<file path="src/rtl/db_msi_pkg.sv">
package db_msi_pkg;
  localparam int MSI_ADDR_W = 64;
  localparam int MSI_DATA_W = 32;

  typedef struct packed {
    logic [MSI_ADDR_W-1:0] addr;
    logic [MSI_DATA_W-1:0] data;
  } msi_entry_t;
endpackage

</file>
<file path="src/rtl/db_vec_loader.sv">
module db_vec_loader
  import db_msi_pkg::*;
#(
  parameter int NUM_DB = 32,
  localparam int IDX_W = $clog2(NUM_DB),
  localparam int CNT_W = $clog2(NUM_DB + 1)
) (
  input  logic                  clk,
  input  logic                  rst,
  input  logic                  start,
  input  logic [CNT_W-1:0]      req_count,
  input  logic                  shared_mode,
  input  logic [MSI_ADDR_W-1:0] src_addr,
  input  logic [MSI_DATA_W-1:0] src_data,
  output logic [IDX_W-1:0]      src_idx,
  output logic                  busy,
  output logic                  wr_en,
  output logic [IDX_W-1:0]      wr_idx,
  output msi_entry_t            wr_entry,
  output logic [CNT_W-1:0]      live_count
);
  logic [CNT_W-1:0]      clamped;
  logic [CNT_W-1:0]      target_q;
  logic [IDX_W-1:0]      idx_q;
  logic [MSI_ADDR_W-1:0] base_addr_q;
  logic [MSI_DATA_W-1:0] base_data_q;
  logic                  first;
  logic                  last;

  assign clamped = (req_count > CNT_W'(NUM_DB)) ? CNT_W'(NUM_DB) : req_count;
  assign first   = (idx_q == '0);
  assign last    = (CNT_W'(idx_q) == target_q - CNT_W'(1));

  always_comb begin
    wr_entry.addr = src_addr;
    wr_entry.data = src_data;
    if (shared_mode) begin
      wr_entry.addr = first ? src_addr : base_addr_q;
      wr_entry.data = (first ? src_data : base_data_q) + MSI_DATA_W'(idx_q);
    end
  end

  assign src_idx = idx_q;
  assign wr_en   = busy;
  assign wr_idx  = idx_q;

  always_ff @(posedge clk) begin
    if (rst) begin
      busy        <= 1'b0;
      idx_q       <= '0;
      target_q    <= '0;
      live_count  <= '0;
      base_addr_q <= '0;
      base_data_q <= '0;
    end else if (busy) begin
      if (first) begin
        base_addr_q <= src_addr;
        base_data_q <= src_data;
      end
      if (last) begin
        busy       <= 1'b0;
        live_count <= target_q;
      end else begin
        idx_q <= idx_q + IDX_W'(1);
      end
    end else if (start) begin
      idx_q      <= '0;
      target_q   <= clamped;
      live_count <= '0;
      busy       <= (clamped != '0);
    end
  end


  load_idx_range_chk: assert property (@(posedge clk) disable iff (rst)
    busy |-> (CNT_W'(idx_q) < target_q));

  count_retired_while_loading_chk: assert property (@(posedge clk) disable iff (rst)
    busy |-> (live_count == '0));
endmodule

</file>
<file path="src/rtl/db_vec_ram.sv">
module db_vec_ram
  import db_msi_pkg::*;
#(
  parameter int DEPTH = 32,
  localparam int IDX_W = $clog2(DEPTH)
) (
  input  logic             clk,
  input  logic             we,
  input  logic [IDX_W-1:0] waddr,
  input  msi_entry_t       wdata,
  input  logic             re,
  input  logic [IDX_W-1:0] raddr,
  output msi_entry_t       rdata
);
  msi_entry_t mem [DEPTH];

  always_ff @(posedge clk) begin
    if (we) mem[waddr] <= wdata;
    if (re) rdata <= mem[raddr];
  end
endmodule

</file>
<file path="src/rtl/db_slot_decode.sv">
module db_slot_decode #(
  parameter int NUM_DB  = 32,
  parameter int OFF_W   = 16,
  parameter int SHIFT_W = 4,
  localparam int IDX_W = $clog2(NUM_DB),
  localparam int CNT_W = $clog2(NUM_DB + 1)
) (
  input  logic [OFF_W-1:0]   offset,
  input  logic [SHIFT_W-1:0] shift,
  input  logic [CNT_W-1:0]   live_count,
  output logic [IDX_W-1:0]   slot,
  output logic               hit
);
  logic [OFF_W-1:0] slot_full;

  assign slot_full = offset >> shift;
  assign hit       = (slot_full < OFF_W'(live_count));
  assign slot      = slot_full[IDX_W-1:0];
endmodule

</file>
<file path="src/rtl/db_msi_issuer.sv">
module db_msi_issuer
  import db_msi_pkg::*;
(
  input  logic                  clk,
  input  logic                  rst,
  input  logic                  load_busy,
  input  logic                  db_valid,
  input  logic                  hit,
  input  msi_entry_t            ram_q,
  input  logic                  msi_ready,
  output logic                  db_ready,
  output logic                  rd_en,
  output logic                  msi_valid,
  output logic [MSI_ADDR_W-1:0] msi_addr,
  output logic [MSI_DATA_W-1:0] msi_data,
  output logic                  db_err
);
  logic stage_vld;
  logic accept;

  assign db_ready = !load_busy && !stage_vld && !msi_valid;
  assign accept   = db_valid && db_ready;
  assign rd_en    = accept && hit;

  always_ff @(posedge clk) begin
    if (rst) begin
      stage_vld <= 1'b0;
      msi_valid <= 1'b0;
      msi_addr  <= '0;
      msi_data  <= '0;
      db_err    <= 1'b0;
    end else begin
      if (accept && !hit) db_err <= 1'b1;
      if (stage_vld) begin
        stage_vld <= 1'b0;
        msi_valid <= 1'b1;
        msi_addr  <= ram_q.addr;
        msi_data  <= ram_q.data;
      end else if (rd_en) begin
        stage_vld <= 1'b1;
      end else if (msi_valid && msi_ready) begin
        msi_valid <= 1'b0;
      end
    end
  end


  msi_hold_chk: assert property (@(posedge clk) disable iff (rst)
    (msi_valid && !msi_ready) |=> (msi_valid && $stable(msi_addr) && $stable(msi_data)));

  ready_low_pending_chk: assert property (@(posedge clk) disable iff (rst)
    msi_valid |-> !db_ready);

  err_sticky_chk: assert property (@(posedge clk) disable iff (rst)
    db_err |=> db_err);

  no_accept_loading_chk: assert property (@(posedge clk) disable iff (rst)
    load_busy |-> !db_ready);

  single_request_chk: assert property (@(posedge clk) disable iff (rst)
    (msi_valid && msi_ready) |=> !msi_valid);
endmodule

</file>
<file path="src/rtl/db_msi_gen.sv">
module db_msi_gen
  import db_msi_pkg::*;
#(
  parameter int NUM_DB  = 32,
  parameter int OFF_W   = 16,
  parameter int SHIFT_W = 4,
  localparam int IDX_W = $clog2(NUM_DB),
  localparam int CNT_W = $clog2(NUM_DB + 1)
) (
  input  logic                  clk,
  input  logic                  rst,
  input  logic                  cfg_start,
  input  logic [CNT_W-1:0]      cfg_count,
  input  logic                  cfg_shared,
  output logic                  cfg_busy,
  output logic [IDX_W-1:0]      src_idx,
  input  logic [MSI_ADDR_W-1:0] src_addr,
  input  logic [MSI_DATA_W-1:0] src_data,
  input  logic [SHIFT_W-1:0]    db_slot_shift,
  input  logic                  db_valid,
  output logic                  db_ready,
  input  logic [OFF_W-1:0]      db_offset,
  input  logic [31:0]           db_wdata,
  output logic                  msi_valid,
  input  logic                  msi_ready,
  output logic [MSI_ADDR_W-1:0] msi_addr,
  output logic [MSI_DATA_W-1:0] msi_data,
  output logic                  db_err
);
  logic             ld_we;
  logic [IDX_W-1:0] ld_idx;
  msi_entry_t       ld_entry;
  logic [CNT_W-1:0] live_count;
  logic [IDX_W-1:0] slot;
  logic             hit;
  logic             rd_en;
  msi_entry_t       ram_q;
  logic             unused_payload;

  assign unused_payload = ^db_wdata;

  db_vec_loader #(.NUM_DB(NUM_DB)) u_loader (
    .clk(clk), .rst(rst), .start(cfg_start), .req_count(cfg_count),
    .shared_mode(cfg_shared), .src_addr(src_addr), .src_data(src_data),
    .src_idx(src_idx), .busy(cfg_busy), .wr_en(ld_we), .wr_idx(ld_idx),
    .wr_entry(ld_entry), .live_count(live_count)
  );

  db_vec_ram #(.DEPTH(NUM_DB)) u_ram (
    .clk(clk), .we(ld_we), .waddr(ld_idx), .wdata(ld_entry),
    .re(rd_en), .raddr(slot), .rdata(ram_q)
  );

  db_slot_decode #(.NUM_DB(NUM_DB), .OFF_W(OFF_W), .SHIFT_W(SHIFT_W)) u_dec (
    .offset(db_offset), .shift(db_slot_shift), .live_count(live_count),
    .slot(slot), .hit(hit)
  );

  db_msi_issuer u_issue (
    .clk(clk), .rst(rst), .load_busy(cfg_busy), .db_valid(db_valid), .hit(hit),
    .ram_q(ram_q), .msi_ready(msi_ready), .db_ready(db_ready), .rd_en(rd_en),
    .msi_valid(msi_valid), .msi_addr(msi_addr), .msi_data(msi_data), .db_err(db_err)
  );
endmodule

</file>
<file path="config.mk">
export PLATFORM = sky130hd
export DESIGN_NAME = db_msi_gen
export DESIGN_NICKNAME = d
export VERILOG_FILES = /design/src/rtl/db_msi_pkg.sv /design/src/rtl/db_vec_loader.sv /design/src/rtl/db_vec_ram.sv /design/src/rtl/db_slot_decode.sv /design/src/rtl/db_msi_issuer.sv /design/src/rtl/db_msi_gen.sv
export SDC_FILE = /design/constraint.sdc
export NUM_CORES = 2
export LEC_CHECK = 0
export BUFFER_PORTS_ARGS = -buffer_cell sky130_fd_sc_hd__buf_4
export CORE_MARGIN = 2
export CORE_UTILIZATION = 35
export DETAILED_ROUTE_END_ITERATION = 6
export PLACE_DENSITY = 0.52
export SYNTH_ARGS = -nofsm -noshare
export SYNTH_HDL_FRONTEND = slang
export SYNTH_HIERARCHICAL = 1
export SYNTH_SLANG_ARGS = --single-unit
</file>
<file path="constraint.sdc">
create_clock -name clk -period 7.65 [get_ports clk]
set_clock_uncertainty 0.15 [all_clocks]
set_input_delay 1.1475 -clock clk [delete_from_list [all_inputs] [get_ports clk]]
set_output_delay 1.1475 -clock clk [all_outputs]
set_load 0.01 [all_outputs]
</file>
==> results.json <==
{
  "vias": 70040,
  "maxCapViolations": 0,
  "worstPathCellList": "inv_1, ha_1, nor4b_2, nand2_1, nand2_1, ha_1, inv_1, fa_1, nor2b_1, o31a_1, o221ai_2, nor4_1, mux2i_1, o21a_1",
  "place_ws_ns": 1.268,
  "drive_gt1_frac": 0.1845,
  "finalNetCount": 7668,
  "ys_types": 81,
  "dr.pass1.iters": 6,
  "synth_cells": 7133,
  "pwr_density_cell_nw_per_um2": 274.3,
  "place.gp.congestion": 0.8206,
  "multiInputGateArea_um2": 29890,
  "status": "complete, no violations",
  "cts_setup_buffers": 0,
  "net-switching-power_mw": 9.765,
  "final_cell_mix": "edfxtp_1 (3168), mux2i_1 (894), a22oi_1 (513), nand2_1 (456), buf_4 (392)",
  "fin_setup_tns_ns": 0,
  "ys_dominant_reg_cell": "edfxtp_1",
  "worstMarginPinSlew_ns": 1.437,
  "fin_cells": 12760,
  "drtIter0Drc": 7069,
  "hold_path_depth": 3,
  "dpl.hpwl_mm": 210.8,
  "grt_util_all_layers": 0.2038,
  "slowest_delay_ns": 0.96,
  "clockBufferDepth": 4,
  "areaGrowthSynthToFinish_pct": 15.01,
  "drc": 0,
  "pwr-share-comb": 0.092,
  "leakagePower_nw": 48.97,
  "clkPwrFrac": 0.407,
  "path_max_fanout": 32,
  "worst_slack_ns": 1.386,
  "hold_path_class": "input pin to flop",
  "start_util": 0.3516,
  "ys_async_sr_fraction": 0,
  "mostFrequentLayoutCell": "edfxtp_1",
  "crit_path_top_delay_cell": "nor4b_2",
  "ys_seq_area_frac": 0.7589,
  "io_pins": 265,
  "p_seq_frac": 0.501,
  "setup_viol": 0,
  "rsz0062_at_grt": "no",
  "min_period_ns": 6.264,
  "cts_root_buf": "clkbuf_16",
  "worstRegToRegCells": 14,
  "synth_edf_count": 3168,
  "fp.dieArea_um2": 379100,
  "end_kind": "flop",
  "slew_headroom": 0.03843,
  "die_h_um": 615.7,
  "ys_ff_latch": 3381,
  "cts_hold_buf": 0,
  "die_width_um": 615.7,
  "crit_arrival_ns": 6.66,
  "ant_nets": 0,
  "n_fill_cell": 33180,
  "crit_type": "flop to flop",
  "worstSetupStartpointType": "flop",
  "switching_share": 0.2363,
  "rows": 224,
  "peakVddDrop_mv": 0.1804,
  "synth_nets": 7307,
  "grt_pass1_wl_mm": 548.5,
  "regArea_um2": 99400,
  "viasPerCell": 5.489,
  "wl_per_cell_um": 30.93,
  "slew_viol_final": 0,
  "dp.cells": 12110,
  "core_um2": 372500,
  "grt_pass1_vias": 70180,
  "cts_made_buffers": 357,
  "cp.required_ns": 8.05,
  "clkSinkCount": 3381,
  "finalHoldViolCount": 0,
  "yosys_warnings": 6,
  "fmax_mhz": 159.6,
  "antenna_found_initial": 18,
  "syn_avg_cell_area_um2": 18.36,
  "grt_overflow": 0,
  "clock_latency_ns": 0.94,
  "clkTransAtPathRegs_ns": 0.06,
  "htree_levels": 5,
  "p_int_mw": 31.56,
  "synth_area_um2": 131000,
  "wl_mm": 394.7,
  "grt_start_max_net_pins": 149,
  "port_buffers": 232,
  "timing.final.crit_share": 0.8189,
  "tritoncts": "yes",
  "cts_resized": 0
}
metal layers:
layer  track usage  vias to the layer above  routed length, um
li1              -                    29530                  -
met4       0.06425                        0              13190
met2        0.3569                     2301             200100
met3       0.02328                      527              20070
met1        0.2643                    37680             161400
met5             0                        -                  0
synthesized netlist by cell type (all sizes together), types with 12 or more instances:
cell    count  area [um^2]
buf       221         1324
nor2b      19        118.9
edfxtp   3168        95130
ha         13        162.7
a22oi     513         3851
mux2i     895         8971
a21oi     141        705.7
nand2     458         1719
nor2      223        839.6
nand4      52        325.3
nand3     222         1116
o22ai      14        87.58
a21o       12        90.09
o21ai      23        118.9
mux2       20        229.0
a31oi      62        387.9
a22o       52        455.4
clkbuf    208        783.3
inv        31        116.4
nor3       35        185.2
mux4      389         8768
dfxtp     213         4264
critical path, delay by kind of cell, from the launching register on:
| family | cells | cell delay (ns) |
|---|---|---|
| compound gates | 3 | 2.01 |
| fa+ha+maj | 3 | 0.78 |
| buf+inv | 2 | 0.27 |
| flops | 1 | 0.45 |
| mux | 1 | 0.24 |
| simple gates | 5 | 1.94 |
power by group through the flow:
| stage | clock [mW] | combinational, mW | sequential, mW |
|---|---|---|---|
| final | 16.8 | 3.79 | 20.7 |
| after global routing | 17.9 | 4.05 | 20.7 |
| after CTS | 17.2 | 3.84 | 20.7 |
| after detailed placement | 0 | 3.83 | 21.1 |
| after global placement | 0 | 3.76 | 21.1 |
| after floorplan | 0 | 2.44 | 21.1 |
worst paths after layout:
check,startpoint,endpoint,slack (ns)
min,src_addr[32],u_loader/base_addr_q[32],0.30
max reg2reg,u_loader/src_idx[1],u_ram/mem[8][28],1.39
max,u_loader/src_idx[1],u_ram/mem[8][28],1.39
min reg2reg,u_loader/base_addr_q[12],u_loader/base_addr_q[12],0.30
sequential cells by signal, summed over array words and instances (netlist names):
signal                cells
u_loader/target_q         6
u_issue/db_err            1
u_loader/src_idx          5
u_issue/stage_vld         1
u_ram/mem              3072
u_loader/base_addr_q     64
u_loader/busy             1
u_issue/msi_data         32
u_ram/rdata              96
u_loader/live_count       6
u_issue/msi_addr         64
u_issue/msi_valid         1
u_loader/base_data_q     32
logic make-up after synthesis:
group           Yosys count  synth area share
simple gates           1086           0.03726
xor+xnor                 13         0.0008693
mux                    1304            0.1372
compound gates          875           0.04740
buf+inv                 460           0.01698
fa+ha+maj                14          0.001395
flops                  3381            0.7589
metrics by stage:
stage	cell area [um^2]	utilization	power [mW]	hold WS (ns)
3_5_place_dp	139300	0.3741	24.93	0.2968
5_1_grt	150600	0.4044	42.64	0.2703
3_3_place_gp	139300	0.3741	24.86	0.2917
6_report	150600	0.4044	41.32	0.3019
2_1_floorplan	131000	-	23.51	0.2866
4_1_cts	150600	0.4044	41.71	0.2207
layout make-up:
class                   instances  share of cell area
diodes                         10           0.0001661
clock buffers                 450             0.06321
clock inverters               193             0.01157
inverters                      31           0.0007725
multi-input cells            3292              0.1984
flip-flops and latches       3381              0.6599
well taps                    4972             0.04130
repair buffers                431             0.02469
Note: power is estimated with default switching activity, not from simulation.
